## src/rtl/bcs_pkg.sv

```systemverilog
package bcs_pkg;

  typedef enum logic [2:0] {
    BC_IDLE  = 3'd0,
    BC_WAIT  = 3'd1,
    BC_NACK  = 3'd2,
    BC_CLOCK = 3'd3,
    BC_STOP  = 3'd4,
    BC_HOLD  = 3'd5,
    BC_LOAD  = 3'd6,
    BC_END   = 3'd7
  } bc_state_t;

  // number of bits needed to hold the value n
  function automatic int bits_for(input int n);
    int b;
    b = 1;
    while ((1 << b) <= n) b++;
    return b;
  endfunction

  function automatic int max_of(input int a, input int b);
    return (a > b) ? a : b;
  endfunction

endpackage

```

## src/rtl/bcs_tick_timer.sv

```systemverilog
module bcs_tick_timer #(
  parameter int W = 4
) (
  input  logic         clk,
  input  logic         rst_n,
  input  logic         clr,
  input  logic         en,
  input  logic         tick,
  input  logic [W-1:0] limit,
  output logic         expire
);

  logic [W-1:0] cnt_q;

  assign expire = en & tick & (cnt_q == limit - W'(1));

  always_ff @(posedge clk or negedge rst_n) begin
    if (!rst_n)             cnt_q <= '0;
    else if (clr || expire) cnt_q <= '0;
    else if (en && tick)    cnt_q <= cnt_q + W'(1);
  end

  AST_TIMER_IN_RANGE: assert property (@(posedge clk) disable iff (!rst_n)
    en |-> (cnt_q < limit));

endmodule

```

## src/rtl/bcs_pulse_train.sv

```systemverilog
module bcs_pulse_train
  import bcs_pkg::*;
#(
  parameter int PULSES  = 9,
  parameter int LOW_US  = 20,
  parameter int HIGH_US = 20
) (
  input  logic clk,
  input  logic rst_n,
  input  logic go_i,
  input  logic tick_i,
  output logic scl_low_o,
  output logic busy_o,
  output logic finished_o
);

  localparam int PW = bits_for(max_of(LOW_US, HIGH_US));
  localparam int IW = bits_for(PULSES);

  logic          busy_q;
  logic          low_q;
  logic [IW-1:0] idx_q;
  logic [PW-1:0] phase_lim;
  logic          phase_end;
  logic          last_pulse;

  generate
    if (LOW_US == HIGH_US) begin : g_same_len
      assign phase_lim = PW'(LOW_US);
    end else begin : g_split_len
      assign phase_lim = low_q ? PW'(LOW_US) : PW'(HIGH_US);
    end
  endgenerate

  bcs_tick_timer #(.W(PW)) u_phase_tmr (
    .clk    (clk),
    .rst_n  (rst_n),
    .clr    (go_i),
    .en     (busy_q),
    .tick   (tick_i),
    .limit  (phase_lim),
    .expire (phase_end)
  );

  assign last_pulse = (idx_q == IW'(PULSES - 1));
  assign finished_o = busy_q & ~low_q & phase_end & last_pulse;
  assign scl_low_o  = busy_q & low_q;
  assign busy_o     = busy_q;

  always_ff @(posedge clk or negedge rst_n) begin
    if (!rst_n) begin
      busy_q <= 1'b0;
      low_q  <= 1'b0;
      idx_q  <= '0;
    end else if (go_i) begin
      busy_q <= 1'b1;
      low_q  <= 1'b1;
      idx_q  <= '0;
    end else if (busy_q && phase_end) begin
      if (low_q) begin
        low_q <= 1'b0;
      end else if (last_pulse) begin
        busy_q <= 1'b0;
      end else begin
        idx_q <= idx_q + IW'(1);
        low_q <= 1'b1;
      end
    end
  end

  AST_PULSE_INDEX: assert property (@(posedge clk) disable iff (!rst_n)
    busy_q |-> (idx_q < IW'(PULSES)));

  AST_GO_WHILE_IDLE: assert property (@(posedge clk) disable iff (!rst_n)
    go_i |-> !busy_q);

endmodule

```

## src/rtl/bcs_retry_ctr.sv

```systemverilog
module bcs_retry_ctr
  import bcs_pkg::*;
#(
  parameter int LIMIT = 2
) (
  input  logic                       clk,
  input  logic                       rst_n,
  input  logic                       clr,
  input  logic                       inc,
  output logic [bits_for(LIMIT)-1:0] count_o,
  output logic                       at_limit_o
);

  localparam int AW = bits_for(LIMIT);

  logic [AW-1:0] cnt_q;

  assign at_limit_o = (cnt_q == AW'(LIMIT));
  assign count_o    = cnt_q;

  always_ff @(posedge clk or negedge rst_n) begin
    if (!rst_n)                  cnt_q <= '0;
    else if (clr)                cnt_q <= '0;
    else if (inc && !at_limit_o) cnt_q <= cnt_q + AW'(1);
  end

  AST_RETRY_BOUND: assert property (@(posedge clk) disable iff (!rst_n)
    cnt_q <= AW'(LIMIT));

endmodule

```

## src/rtl/bus_clear_seq.sv

```systemverilog
module bus_clear_seq
  import bcs_pkg::*;
#(
  parameter int PULSES      = 9,
  parameter int LOW_US      = 20,
  parameter int HIGH_US     = 20,
  parameter int WAIT_US     = 1000,
  parameter int RETRY_LIMIT = 2
) (
  input  logic                             clk,
  input  logic                             rst_n,
  input  logic                             start_i,
  input  logic                             bus_busy_i,
  input  logic                             us_tick_i,
  input  logic                             scl_en_i,
  output logic                             scl_drive_low_o,
  output logic                             nack_req_o,
  output logic                             stop_req_o,
  output logic                             ctl_hold_o,
  output logic                             div_load_o,
  output logic                             done_o,
  output logic                             failed_o,
  output logic [$clog2(RETRY_LIMIT+1)-1:0] attempts_o
);

  localparam int WW = bits_for(WAIT_US);
  localparam int AW = bits_for(RETRY_LIMIT);

  bc_state_t     state_q, state_d;
  logic          failed_q;
  logic [AW-1:0] att_cnt;
  logic          at_limit;

  // named internal events
  logic run_open;     // start taken while idle
  logic timeout_ev;   // busy window expired
  logic recover_ev;   // timeout that opens a recovery
  logic give_up_ev;   // timeout with retries used up
  logic train_go;
  logic train_done;
  logic train_busy;
  logic scl_low;

  assign run_open   = (state_q == BC_IDLE) && start_i;
  assign recover_ev = timeout_ev && !at_limit;
  assign give_up_ev = timeout_ev && at_limit;
  assign train_go   = (state_q == BC_NACK) && scl_en_i;

  bcs_tick_timer #(.W(WW)) u_wait_tmr (
    .clk    (clk),
    .rst_n  (rst_n),
    .clr    (state_q != BC_WAIT),
    .en     ((state_q == BC_WAIT) && bus_busy_i),
    .tick   (us_tick_i),
    .limit  (WW'(WAIT_US)),
    .expire (timeout_ev)
  );

  bcs_retry_ctr #(.LIMIT(RETRY_LIMIT)) u_retry (
    .clk        (clk),
    .rst_n      (rst_n),
    .clr        (run_open),
    .inc        (recover_ev),
    .count_o    (att_cnt),
    .at_limit_o (at_limit)
  );

  bcs_pulse_train #(
    .PULSES  (PULSES),
    .LOW_US  (LOW_US),
    .HIGH_US (HIGH_US)
  ) u_train (
    .clk        (clk),
    .rst_n      (rst_n),
    .go_i       (train_go),
    .tick_i     (us_tick_i),
    .scl_low_o  (scl_low),
    .busy_o     (train_busy),
    .finished_o (train_done)
  );

  always_comb begin
    state_d = state_q;
    unique case (state_q)
      BC_IDLE:  if (start_i) state_d = BC_WAIT;
      BC_WAIT: begin
        if (!bus_busy_i)     state_d = BC_END;
        else if (give_up_ev) state_d = BC_END;
        else if (recover_ev) state_d = BC_NACK;
      end
      BC_NACK:  state_d = scl_en_i ? BC_CLOCK : BC_STOP;
      BC_CLOCK: if (train_done) state_d = BC_STOP;
      BC_STOP:  state_d = BC_HOLD;
      BC_HOLD:  state_d = BC_LOAD;
      BC_LOAD:  state_d = BC_WAIT;
      BC_END:   state_d = BC_IDLE;
      default:  state_d = BC_IDLE;
    endcase
  end

  always_ff @(posedge clk or negedge rst_n) begin
    if (!rst_n) begin
      state_q  <= BC_IDLE;
      failed_q <= 1'b0;
    end else begin
      state_q <= state_d;
      if (run_open)
        failed_q <= 1'b0;
      else if ((state_q == BC_WAIT) && bus_busy_i && give_up_ev)
        failed_q <= 1'b1;
    end
  end

  assign scl_drive_low_o = scl_low;
  assign nack_req_o      = (state_q == BC_NACK);
  assign stop_req_o      = (state_q == BC_STOP);
  assign ctl_hold_o      = (state_q == BC_HOLD) || (state_q == BC_LOAD);
  assign div_load_o      = (state_q == BC_LOAD);
  assign done_o          = (state_q == BC_END);
  assign failed_o        = failed_q;
  assign attempts_o      = att_cnt;

  AST_NACK_LEADS_CLOCK: assert property (@(posedge clk) disable iff (!rst_n)
    ((state_q == BC_CLOCK) && ($past(state_q) != BC_CLOCK)) |-> $past(nack_req_o));

  AST_CLOCK_ONLY_IN_TRAIN: assert property (@(posedge clk) disable iff (!rst_n)
    scl_drive_low_o |-> (train_busy && (state_q == BC_CLOCK)));

  AST_STOP_AFTER_TRAIN: assert property (@(posedge clk) disable iff (!rst_n)
    stop_req_o |-> ($past(train_done) || ($past(nack_req_o) && !$past(scl_en_i))));

  AST_NO_CLOCK_WITHOUT_PIN: assert property (@(posedge clk) disable iff (!rst_n)
    (nack_req_o && !scl_en_i) |=> (stop_req_o && !scl_drive_low_o));

  AST_LOAD_IN_HOLD: assert property (@(posedge clk) disable iff (!rst_n)
    div_load_o |-> (ctl_hold_o && $past(ctl_hold_o) && !$past(div_load_o)));

  AST_GIVE_UP_AT_LIMIT: assert property (@(posedge clk) disable iff (!rst_n)
    (give_up_ev && (state_q == BC_WAIT)) |=> (done_o && failed_o && !nack_req_o));

  AST_DONE_SINGLE: assert property (@(posedge clk) disable iff (!rst_n)
    done_o |=> !done_o);

endmodule

```

## config.mk

```make
export PLATFORM = sky130hd
export DESIGN_NAME = bus_clear_seq
export DESIGN_NICKNAME = d
export VERILOG_FILES = /design/src/rtl/bcs_pkg.sv /design/src/rtl/bcs_tick_timer.sv /design/src/rtl/bcs_pulse_train.sv /design/src/rtl/bcs_retry_ctr.sv /design/src/rtl/bus_clear_seq.sv
export SDC_FILE = /design/constraint.sdc
export NUM_CORES = 1
export LEC_CHECK = 0
export CORE_MARGIN = 4
export CORE_UTILIZATION = 64
export DETAILED_ROUTE_END_ITERATION = 7
export DONT_BUFFER_PORTS = 1
export PLACE_DENSITY = 0.79
export SLEW_MARGIN = 15
export SYNTH_ARGS = -nofsm -noshare
export SYNTH_HDL_FRONTEND = slang
export SYNTH_HIERARCHICAL = 1
export SYNTH_SLANG_ARGS = --single-unit
```

## constraint.sdc

```tcl
create_clock -name clk -period 3.68 [get_ports clk]
set_input_delay 0.552 -clock clk [delete_from_list [all_inputs] [get_ports clk]]
set_output_delay 0.552 -clock clk [all_outputs]
set_load 0.02 [all_outputs]
```

==> metrics.txt, run 1 <==
# TYPE chip_impl_metric gauge
chip_impl_metric{name="std_cell_rows",unit=""} 20
chip_impl_metric{name="grt_max_degree",unit=""} 28
chip_impl_metric{name="die-area",unit="um2"} 4372
chip_impl_metric{name="grt_remaining_overflow",unit=""} 0
chip_impl_info{name="synth_top_flop_cell",value="dfrtp_1"} 1
chip_impl_metric{name="via_count",unit=""} 1709
chip_impl_metric{name="critPathMaxStageDelay",unit="ns"} 0.65
chip_impl_info{name="cts-root-buf",value="clkbuf_4"} 1
chip_impl_metric{name="ys_seq_elements",unit=""} 27
chip_impl_metric{name="syn_avg_cell_area",unit="um2"} 9.279
chip_impl_metric{name="port_buffers",unit=""} 0
chip_impl_info{name="worst_hold_path_type",value="in2reg"} 1
chip_impl_metric{name="gp_routability_congestion",unit=""} 0.7874
chip_impl_info{name="rsz0062_at_grt",value="no"} 1
chip_impl_metric{name="hold-worst-slack",unit="ns"} 0.4261
chip_impl_metric{name="synth_sequential_area_ratio",unit="%"} 31.25
chip_impl_metric{name="multi_input_comb_area",unit="um2"} 1541
chip_impl_metric{name="max_clock_freq",unit="MHz"} 356.7
chip_impl_metric{name="worstPathRequired",unit="ns"} 3.92
chip_impl_metric{name="start_util",unit="%"} 68.57
chip_impl_metric{name="register_area",unit="um2"} 675.6
chip_impl_metric{name="design.final.nets",unit=""} 289
chip_impl_info{name="clock_tree_from_tritoncts",value="yes"} 1
chip_impl_metric{name="grt_antenna_before_repair",unit=""} 0
chip_impl_metric{name="drive_above_1_share",unit="%"} 10.55
chip_impl_metric{name="worstSkewPairLatency",unit="ns"} 0.34
chip_impl_metric{name="postSynthCellCount",unit=""} 233
chip_impl_metric{name="antenna-diode-count",unit=""} 0
chip_impl_metric{name="synth_edf_count",unit=""} 0
chip_impl_metric{name="max-cap-violations",unit=""} 0
chip_impl_metric{name="power_density",unit="nW/um2"} 415.9
chip_impl_metric{name="worst_clock_skew",unit="ns"} 0.007376
chip_impl_info{name="final_cell_mix",value="51 x conb_1, 27 x dfrtp_1, 18 x xnor2_1"} 1
chip_impl_metric{name="p_leak",unit="nW"} 1.007
chip_impl_info{name="worstSetupEndpointType",value="flop"} 1
chip_impl_metric{name="critical_path_fanouts_max",unit=""} 13
chip_impl_metric{name="cts_resized",unit=""} 0
chip_impl_metric{name="clock_path_buffers",unit=""} 2
chip_impl_metric{name="finalWirelength",unit="um"} 3835
chip_impl_info{name="ordered_list_of_cells_on_the_worst_path",value="and4bb_4 > nand2_1 > nor3_1 > o211ai_1 > a211oi_2 > buf_4 > and2_1 > nor2b_1 > nor2b_4 > mux2_4"} 1
chip_impl_info{name="timing_worst_setup_path_type",value="reg2reg"} 1
chip_impl_metric{name="hold_fix_buffer_count_after_cts",unit=""} 2
chip_impl_metric{name="drcViolationCount",unit=""} 0
chip_impl_metric{name="number_of_violations_reported_at_the_end_of_detailed_routing_iteration_0",unit=""} 78
chip_impl_metric{name="track_usage",unit="%"} 21.05
chip_impl_metric{name="cts_inserted_buffers",unit=""} 3
chip_impl_metric{name="io-pin-count",unit=""} 15
chip_impl_metric{name="detailedPlacementHpwl",unit="um"} 2889
chip_impl_metric{name="path_clk_slew",unit="ns"} 0.16
chip_impl_metric{name="postRouteAntennaNets",unit=""} 0
chip_impl_metric{name="hold_viol",unit=""} 0
chip_impl_metric{name="clock_sinks",unit=""} 27
chip_impl_metric{name="grt_pass1_vias",unit=""} 1668
chip_impl_info{name="run_status",value="finished, final reports clean"} 1
chip_impl_metric{name="slew_headroom",unit="%"} 58.39
chip_impl_metric{name="tightestPinTransition",unit="ns"} 0.6193
chip_impl_metric{name="period_share",unit="%"} 76.18
chip_impl_metric{name="post-cts-setup-buffer-count",unit=""} 0
chip_impl_metric{name="postSynth.asyncResetShare",unit="%"} 100.0
chip_impl_info{name="critPathLaunchType",value="flop"} 1
chip_impl_metric{name="dieHeight",unit="um"} 66.12
chip_impl_metric{name="fin_crit",unit="ns"} 2.803
chip_impl_info{name="critPathSlowestCell",value="dfrtp_1"} 1
chip_impl_info{name="layout_commonest_cell",value="conb_1"} 1
chip_impl_metric{name="yosysUniqueCellTypes",unit=""} 68
chip_impl_metric{name="placeableCoreArea",unit="um2"} 3153
chip_impl_metric{name="htree_levels",unit=""} 1
chip_impl_metric{name="cp_data_arrival_time",unit="ns"} 3.04
chip_impl_metric{name="via_per_inst",unit=""} 5.357
chip_impl_metric{name="grt_first_pass_wirelength",unit="um"} 7348
chip_impl_metric{name="n_fill_cell",unit=""} 263
chip_impl_metric{name="ir_drop",unit="mV"} 0.3970
chip_impl_metric{name="setup_viol_count_final",unit=""} 0
chip_impl_metric{name="yosys_warnings",unit=""} 6
chip_impl_metric{name="dr.pass1.iters",unit=""} 4
chip_impl_metric{name="synth_area",unit="um2"} 2162
chip_impl_metric{name="finalSetupTns",unit="ns"} 0
chip_impl_metric{name="slew_violations",unit=""} 0
chip_impl_metric{name="chipWidth",unit="um"} 66.12
chip_impl_metric{name="wl_per_cell",unit="um"} 12.02
chip_impl_metric{name="area_delta_synth_final",unit="%"} 10.36
==> critical path: cells and delay by family, from the launching register on <==
family,cells,cell delay (ns)
flops,1,0.65
buf+inv,1,0.20
simple gates,6,1.26
mux,1,0.31
compound gates,2,0.29
==> routing by layer <==
layer	up-vias	routed length, um	GRT usage [%]
met2	31	1794	34.94
met5	-	0	0
met1	795	1843	27.72
met4	0	52	6.091
li1	878	-	-
met3	5	145	4.082
==> layout make-up <==
cell class              count  area share (%)
clock inverters             1          0.3671
repair buffers              3           1.573
inverters                  12           1.888
clock buffers               3          0.9439
multi-input cells         229           64.60
flip-flops and latches     27           28.32
well taps                  44           2.307
==> path summary, 6_finish.rpt <==
path / from / to / slack, ns / cells after the start
max reg2reg: state_q[0] / u_retry/count_o[0] / 0.88 / 10
min: start_i / state_q[0] / 0.43 / 2
max in group asynchronous: rst_n / u_retry/count_o[1] / 2.88 / 2
min reg2reg: u_train/idx_q[2] / u_train/idx_q[2] / 0.57 / 2
min in group asynchronous: rst_n / state_q[2] / 0.64 / 2
max: state_q[0] / u_retry/count_o[0] / 0.88 / 10
==> sequential cells by signal, indices dropped and copies added, names as in the netlist <==
signal and count:
u_train/low_q 1, u_train/idx_q 4, u_wait_tmr/cnt_q 10, state_q 3
u_retry/count_o 2, failed_o 1, u_train/busy_o 1, u_train/u_phase_tmr/cnt_q 5
==> synthesized netlist by cell type (2+ instances only) <==
master     count  area [um2]
dfrtp_1       27       675.7
xnor2_1       18       157.7
nor3_1        15       75.07
a211oi_1      14       105.1
xor2_1        12       105.1
inv_1         11       41.29
nor2_1        11       41.29
nand2_1        9       33.78
ha_1           7       87.58
a21oi_1        6       30.03
nand3_1        6       30.03
and3_1         5       31.28
nor2b_1        5       31.28
o21ai_0        5       25.02
conb_1         4       15.01
a2111oi_0      3       26.28
buf_2          3       15.01
buf_6          3       33.78
clkbuf_1       3       11.26
mux2i_1        3       30.03
nand2b_1       3       18.77
nand4_1        3       18.77
o31ai_1        3       22.52
a211o_2        2       20.02
and2_1         2       12.51
mux2_4         2       30.03
nor3b_2        2       25.02
nor4_1         2       12.51
o211ai_1       2       15.01
o21bai_1       2       15.01
or3_1          2       12.51
or4_1          2       15.01
==> report_power, final <==
group	switching [mW]	leakage (nW)	internal [mW]	total, mW
clock	0.0951	0.0183	0.0445	0.140
sequential	0.113	0.348	0.362	0.474
combinational	0.205	0.641	0.173	0.379
==> per-stage QoR <==
step                      cells  power, mW  utilization, %  instance area, um2  setup WS, ns
after floorplan             280     0.8050               -                2338         1.129
after global placement      313     0.8314           73.73                2325        0.9464
after detailed placement    313     0.8471           73.73                2325        0.8598
after CTS                   319     0.9960           75.67                2386        0.8726
after global routing        319      1.085           75.67                2386        0.6405
final                       319     0.9924           75.67                2386        0.8766
==> cells by family after synthesis <==
logic type	Yosys count	share of synthesized area (%)
XOR/XNOR	30	12.15
AO/OA/AOI/OAI	46	15.62
buffers and inverters	24	5.613
flip-flops	27	31.25
adder cells (fa/ha/maj)	7	4.051
multiplexers	6	3.299
other	4	0.6942
AND/OR/NAND/NOR	89	27.31
Power figures use the tool's default switching activity.
==> run 2, diff against run 1 <==
==> constraint.sdc (replaced) <==
create_clock -name clk -period 2.7 [get_ports clk]
set_input_delay 0.405 -clock clk [delete_from_list [all_inputs] [get_ports clk]]
set_output_delay 0.405 -clock clk [all_outputs]
set_load 0.02 [all_outputs]
==> metrics.txt, run 2 (synthesized netlist as in run 1, its figures left out) <==
# TYPE chip_impl_metric gauge
chip_impl_info{name="critPathLaunchType",value="flop"} 1
chip_impl_metric{name="grt_pass1_vias",unit=""} 1645
chip_impl_info{name="worst_hold_path_type",value="in2reg"} 1
chip_impl_metric{name="critical_path_fanouts_max",unit=""} 5
chip_impl_info{name="worstSetupEndpointType",value="flop"} 1
chip_impl_metric{name="postRouteAntennaNets",unit=""} 0
chip_impl_metric{name="period_share",unit="%"} 88.15
chip_impl_metric{name="layout_setup_ws",unit="ns"} 0.3198
chip_impl_metric{name="design.final.nets",unit=""} 295
chip_impl_metric{name="cts_inserted_buffers",unit=""} 3
chip_impl_info{name="run_status",value="finished, final reports clean"} 1
chip_impl_metric{name="post_dp_cell_area",unit="um2"} 2370
chip_impl_info{name="final_cell_mix",value="51 x conb_1, 27 x dfrtp_1, 18 x xnor2_1"} 1
chip_impl_metric{name="cts_resized",unit=""} 0
chip_impl_metric{name="number_of_violations_reported_at_the_end_of_detailed_routing_iteration_0",unit=""} 64
chip_impl_metric{name="chipWidth",unit="um"} 66.12
chip_impl_metric{name="slew_headroom",unit="%"} 58.13
chip_impl_metric{name="hold_viol",unit=""} 0
chip_impl_metric{name="p_leak",unit="nW"} 1.037
chip_impl_info{name="timing_worst_setup_path_type",value="reg2reg"} 1
chip_impl_metric{name="detailedPlacementHpwl",unit="um"} 3111
chip_impl_metric{name="io-pin-count",unit=""} 15
chip_impl_metric{name="finalWirelength",unit="um"} 4266
chip_impl_metric{name="finalSetupTns",unit="ns"} 0
chip_impl_metric{name="drive_above_1_share",unit="%"} 12.46
chip_impl_metric{name="drcViolationCount",unit=""} 0
chip_impl_metric{name="grt_antenna_before_repair",unit=""} 0
chip_impl_metric{name="die-area",unit="um2"} 4372
chip_impl_metric{name="std_cell_rows",unit=""} 20
chip_impl_metric{name="max_clock_freq",unit="MHz"} 420.1
chip_impl_info{name="biggestRegsByFlops",value="u_wait_tmr/cnt_q (10), u_train/u_phase_tmr/cnt_q (5), u_train/idx_q (4)"} 1
chip_impl_metric{name="fin_crit",unit="ns"} 2.380
chip_impl_metric{name="holdPathStages",unit=""} 2
chip_impl_metric{name="grt_first_pass_wirelength",unit="um"} 7472
chip_impl_metric{name="grt_max_degree",unit=""} 28
chip_impl_metric{name="antenna-diode-count",unit=""} 0
chip_impl_metric{name="power_density",unit="nW/um2"} 571.2
chip_impl_info{name="layout_commonest_cell",value="conb_1"} 1
chip_impl_info{name="clock_tree_from_tritoncts",value="yes"} 1
chip_impl_metric{name="area_delta_synth_final",unit="%"} 12.27
chip_impl_metric{name="total_power",unit="mW"} 1.387
chip_impl_metric{name="n_fill_cell",unit=""} 254
chip_impl_metric{name="slew_violations",unit=""} 0
chip_impl_metric{name="setup_viol_count_final",unit=""} 0
chip_impl_metric{name="ir_drop",unit="mV"} 0.5706
chip_impl_metric{name="r2r.worst_path.cells",unit=""} 9
chip_impl_info{name="rsz0062_at_grt",value="no"} 1
chip_impl_info{name="hold_start",value="start_i"} 1
chip_impl_metric{name="htree_levels",unit=""} 1
chip_impl_metric{name="clock_sinks",unit=""} 27
chip_impl_metric{name="finish.instance_area",unit="um2"} 2427
chip_impl_metric{name="tightestPinTransition",unit="ns"} 0.6232
chip_impl_metric{name="via_count",unit=""} 1762
chip_impl_metric{name="dr.pass1.iters",unit=""} 4
chip_impl_info{name="setup.worst_path.start",value="state_q[2]"} 1
chip_impl_metric{name="track_usage",unit="%"} 21.90
chip_impl_metric{name="path_clk_slew",unit="ns"} 0.16
chip_impl_metric{name="worstPathRequired",unit="ns"} 2.94
chip_impl_metric{name="pre_cts_slack",unit="ns"} 0.3506
chip_impl_metric{name="wl_per_cell",unit="um"} 13.13
chip_impl_metric{name="via_per_inst",unit=""} 5.422
chip_impl_metric{name="worst_clock_skew",unit="ns"} 0.01151
chip_impl_metric{name="worstSkewPairLatency",unit="ns"} 0.34
chip_impl_info{name="registers.top_by_ff_count",value="u_wait_tmr/cnt_q"} 1
chip_impl_metric{name="cp_data_arrival_time",unit="ns"} 2.62
chip_impl_info{name="regToRegStartpoint",value="state_q[2]"} 1
chip_impl_info{name="cts-root-buf",value="clkbuf_4"} 1
chip_impl_metric{name="port_buffers",unit=""} 0
chip_impl_metric{name="grt_remaining_overflow",unit=""} 0
chip_impl_metric{name="largest_register_ffs",unit=""} 10
chip_impl_metric{name="max-cap-violations",unit=""} 0
chip_impl_metric{name="start_util",unit="%"} 68.57
chip_impl_metric{name="gp_routability_congestion",unit=""} 0.8593
chip_impl_metric{name="dieHeight",unit="um"} 66.12
chip_impl_metric{name="clock_path_buffers",unit=""} 2
chip_impl_metric{name="placeableCoreArea",unit="um2"} 3153
run 2: cell count changes in the layout (fill, tap and decap cells not counted), sizes merged:
cell,previous run,this run
buf,2,8
clkinv,0,1
inv,13,12
run 2: what timing repair did:
action	4_1_cts	5_1_grt
setup buffers	0	0
endpoints found under the hold margin	27	0
endpoints found under the setup margin	0	0
hold buffers	2	0
run 2: path summary, 6_finish.rpt:
kind                                       to  slack (ns)
min                                state_q[0]        0.27
max in group asynchronous  u_retry/count_o[0]        2.03
max                        u_retry/count_o[0]        0.32
min reg2reg                  u_train/idx_q[3]        0.56
max reg2reg                u_retry/count_o[0]        0.32
min in group asynchronous    u_train/idx_q[0]        0.50
run 2: where the power goes:
| group | internal, mW | switching, mW |
|---|---|---|
| registers | 0.494 | 0.105 |
| logic | 0.262 | 0.338 |
| clock network | 0.0557 | 0.132 |
run 2: per-stage QoR:
| step | util (%) | hold slack, ns | std cells |
|---|---|---|---|
| 6_report | 76.98 | 0.2741 | 325 |
| 5_1_grt | 76.98 | 0.2552 | 325 |
| 4_1_cts | 76.98 | 0.2616 | 325 |
| 3_5_place_dp | 75.16 | 0.1099 | 319 |
| 3_3_place_gp | 75.16 | 0.1099 | 319 |
| 2_1_floorplan | - | 0.1094 | 280 |
run 2: routing by layer:
metal	global-route usage (%)	wire, um	up-vias
met1	29.57	1959	828
met2	37.55	2078	38
met4	6.091	38	0
met5	0	0	-
met3	1.701	189	4
li1	-	-	892
run 2: final cells by class:
class                      count  area [um2]  area share, %
timing repair buffer           9       82.58          3.402
clock inverter                 1       5.005         0.2062
sequential                    27       675.6          27.84
multi-input combinational    229        1541          63.51
clock buffer                   3       22.52         0.9278
tap                           44       55.05          2.268
inverter                      12       45.04          1.856
run 2: worst max-delay path: stages, from the launching register on:
cell and delay, ns:
dfrtp_1 0.40, and4bb_4 0.36, nand2_1 0.11, nor3_1 0.21
o211ai_1 0.12, a211oi_2 0.20, and2_1 0.24, nor2b_1 0.15
nor2b_4 0.17, mux2_4 0.30
==> run 3, diff against run 2 <==
--- a/config.mk
+++ b/config.mk
@@ -10,6 +10,7 @@
 export DETAILED_ROUTE_END_ITERATION = 7
 export DONT_BUFFER_PORTS = 1
 export PLACE_DENSITY = 0.79
+export RECOVER_POWER = 50
 export SLEW_MARGIN = 15
 export SYNTH_ARGS = -nofsm -noshare
 export SYNTH_HDL_FRONTEND = slang
==> metrics.txt, run 3 (synthesized netlist as in run 1, its figures left out) <==
# TYPE chip_impl_metric gauge
chip_impl_metric{name="fin_crit",unit="ns"} 2.382
chip_impl_info{name="final_cell_mix",value="51 x conb_1, 27 x dfrtp_1, 18 x xnor2_1"} 1
chip_impl_metric{name="slew_headroom",unit="%"} -1.219
chip_impl_metric{name="grt_pass1_vias",unit=""} 1645
chip_impl_metric{name="max-cap-violations",unit=""} 1
chip_impl_metric{name="finish.instance_area",unit="um2"} 2410
chip_impl_metric{name="max_clock_freq",unit="MHz"} 419.8
chip_impl_metric{name="dr_wl_met2",unit="um"} 2089
chip_impl_metric{name="cp_data_arrival_time",unit="ns"} 2.68
chip_impl_metric{name="via_per_inst",unit=""} 5.425
chip_impl_metric{name="wl_per_cell",unit="um"} 13.09
chip_impl_metric{name="r2r.worst_path.cells",unit=""} 9
chip_impl_metric{name="hold-worst-slack",unit="ns"} 0.2753
chip_impl_info{name="layout_commonest_cell",value="conb_1"} 1
chip_impl_metric{name="via_count",unit=""} 1763
chip_impl_metric{name="register_area",unit="um2"} 675.6
chip_impl_metric{name="drive_above_1_share",unit="%"} 11.74
chip_impl_metric{name="largest_register_ffs",unit=""} 10
chip_impl_metric{name="clock_sinks",unit=""} 27
chip_impl_metric{name="detailedPlacementHpwl",unit="um"} 3111
chip_impl_metric{name="finish.utilization",unit="%"} 76.43
chip_impl_metric{name="setup_viol_count_final",unit=""} 0
chip_impl_metric{name="postRouteAntennaNets",unit=""} 0
chip_impl_metric{name="n_fill_cell",unit=""} 258
chip_impl_metric{name="area_delta_synth_final",unit="%"} 11.46
chip_impl_metric{name="track_usage",unit="%"} 21.90
chip_impl_metric{name="period_share",unit="%"} 88.23
chip_impl_info{name="crit-reg2reg-capture",value="state_q[2]"} 1
chip_impl_metric{name="worst-r2r-setup-slack",unit="ns"} 0.32
chip_impl_metric{name="grt_antenna_before_repair",unit=""} 0
chip_impl_info{name="worst_hold_path_type",value="in2reg"} 1
chip_impl_metric{name="gp_routability_congestion",unit=""} 0.8593
chip_impl_info{name="clock_tree_from_tritoncts",value="yes"} 1
chip_impl_metric{name="antenna-diode-count",unit=""} 0
chip_impl_metric{name="grt_first_pass_wirelength",unit="um"} 7472
chip_impl_info{name="failing_checks",value="max-capacitance violations, max-slew violations"} 1
chip_impl_metric{name="grt_remaining_overflow",unit=""} 0
chip_impl_metric{name="drcViolationCount",unit=""} 0
chip_impl_metric{name="htree_levels",unit=""} 1
chip_impl_metric{name="p_leak",unit="nW"} 1.028
chip_impl_metric{name="path_clk_slew",unit="ns"} 0.16
chip_impl_info{name="critPathLaunchType",value="flop"} 1
chip_impl_metric{name="total_power",unit="mW"} 1.381
chip_impl_metric{name="port_buffers",unit=""} 0
chip_impl_metric{name="start_util",unit="%"} 68.57
chip_impl_metric{name="chipWidth",unit="um"} 66.12
chip_impl_info{name="setup.worst_path.start",value="state_q[2]"} 1
chip_impl_metric{name="placeableCoreArea",unit="um2"} 3153
chip_impl_metric{name="die-area",unit="um2"} 4372
chip_impl_metric{name="std_cell_rows",unit=""} 20
chip_impl_metric{name="worst_clock_skew",unit="ns"} 0.009986
chip_impl_metric{name="finalSetupTns",unit="ns"} 0
chip_impl_info{name="cts-root-buf",value="clkbuf_4"} 1
chip_impl_metric{name="tightestPinTransition",unit="ns"} 1.518
chip_impl_metric{name="dr.pass1.iters",unit=""} 4
chip_impl_metric{name="critical_path_fanouts_max",unit=""} 5
chip_impl_info{name="run_status",value="finished with violations"} 1
chip_impl_metric{name="dieHeight",unit="um"} 66.12
chip_impl_metric{name="multi_input_comb_area",unit="um2"} 1540
chip_impl_info{name="biggestRegsByFlops",value="u_wait_tmr/cnt_q (10), u_train/u_phase_tmr/cnt_q (5), u_train/idx_q (4)"} 1
chip_impl_metric{name="clock_path_buffers",unit=""} 2
chip_impl_metric{name="design.final.nets",unit=""} 295
chip_impl_info{name="critPathCapture",value="state_q[2]"} 1
chip_impl_metric{name="worstPathRequired",unit="ns"} 3.00
chip_impl_metric{name="routed-wl-met3",unit="um"} 161
chip_impl_metric{name="cts_inserted_buffers",unit=""} 3
chip_impl_metric{name="number_of_violations_reported_at_the_end_of_detailed_routing_iteration_0",unit=""} 58
chip_impl_info{name="timing_worst_setup_path_type",value="reg2reg"} 1
chip_impl_info{name="registers.top_by_ff_count",value="u_wait_tmr/cnt_q"} 1
chip_impl_metric{name="hold_viol",unit=""} 0
chip_impl_info{name="worstSetupEndpointType",value="flop"} 1
chip_impl_info{name="top_layer_used",value="met4"} 1
chip_impl_metric{name="ir_drop",unit="mV"} 0.5711
chip_impl_metric{name="grt_max_degree",unit=""} 28
chip_impl_metric{name="post_dp_cell_area",unit="um2"} 2370
chip_impl_metric{name="worstSkewPairLatency",unit="ns"} 0.34
chip_impl_info{name="rsz0062_at_grt",value="no"} 1
chip_impl_metric{name="finalWirelength",unit="um"} 4255
chip_impl_metric{name="routedLengthMet1",unit="um"} 1966
chip_impl_metric{name="slew_violations",unit=""} 28
chip_impl_metric{name="power_density",unit="nW/um2"} 573.3
chip_impl_metric{name="io-pin-count",unit=""} 15
chip_impl_info{name="regToRegStartpoint",value="state_q[2]"} 1
==> run 3: cell types whose count changed in the layout (fill, tap and decap cells not counted) <==
cell      previous run  this run
clkbuf_1             0         1
buf_12               1         0
and2_2               1         0
and2_0               0         1
==> run 3: final cells by class <==
class	count	share of cell area [%]
multi-input cells	229	63.91
flip-flops and latches	27	28.04
repair buffers	9	2.752
well taps	44	2.285
inverters	12	1.869
clock buffers	3	0.9346
clock inverters	1	0.2077
==> run 3: per-stage QoR <==
step	setup slack, ns	std cells
floorplan	0.1491	280
global placement	0.3648	319
detailed placement	0.3506	319
CTS	0.3116	325
global route	0.1334	325
finish	0.3179	325
==> run 3: worst min path at each step <==
stage                  from               end  slack, ns  cells after the start
finish              start_i        state_q[0]       0.28                      2
global route        start_i        state_q[0]       0.26                      2
CTS                 start_i        state_q[0]       0.26                      2
detailed placement    rst_n  u_train/idx_q[0]       0.11                      0
global placement      rst_n  u_train/idx_q[0]       0.11                      0
floorplan             rst_n          failed_o       0.11                      0
==> run 3: metal layers <==
metal / up-vias / global-route usage [%]
met1: 839 / 29.57
met4: 0 / 6.091
met5: - / 0
li1: 890 / -
met3: 4 / 1.701
met2: 30 / 37.55
==> run 3: power by group <==
group          internal (mW)  switching (mW)
Sequential             0.494           0.106
Clock                 0.0557           0.132
Combinational          0.257           0.338
==> run 3: worst max-delay path: stages, from the launching register on <==
cell and delay (ns):
dfrtp_1 0.40, and4bb_4 0.36, nand2_1 0.11, nor3_1 0.21, o211ai_1 0.12, a211oi_2 0.20
and2_1 0.24, nand2_1 0.08, a2111oi_0 0.46, a211o_1 0.15
==> run 3: repair_timing <==
| item | CTS | global route |
|---|---|---|
| gates resized for setup | 0 | 0 |
| setup buffers | 0 | 0 |
| endpoints found under the hold margin | 27 | 0 |
| hold buffers | 2 | 0 |
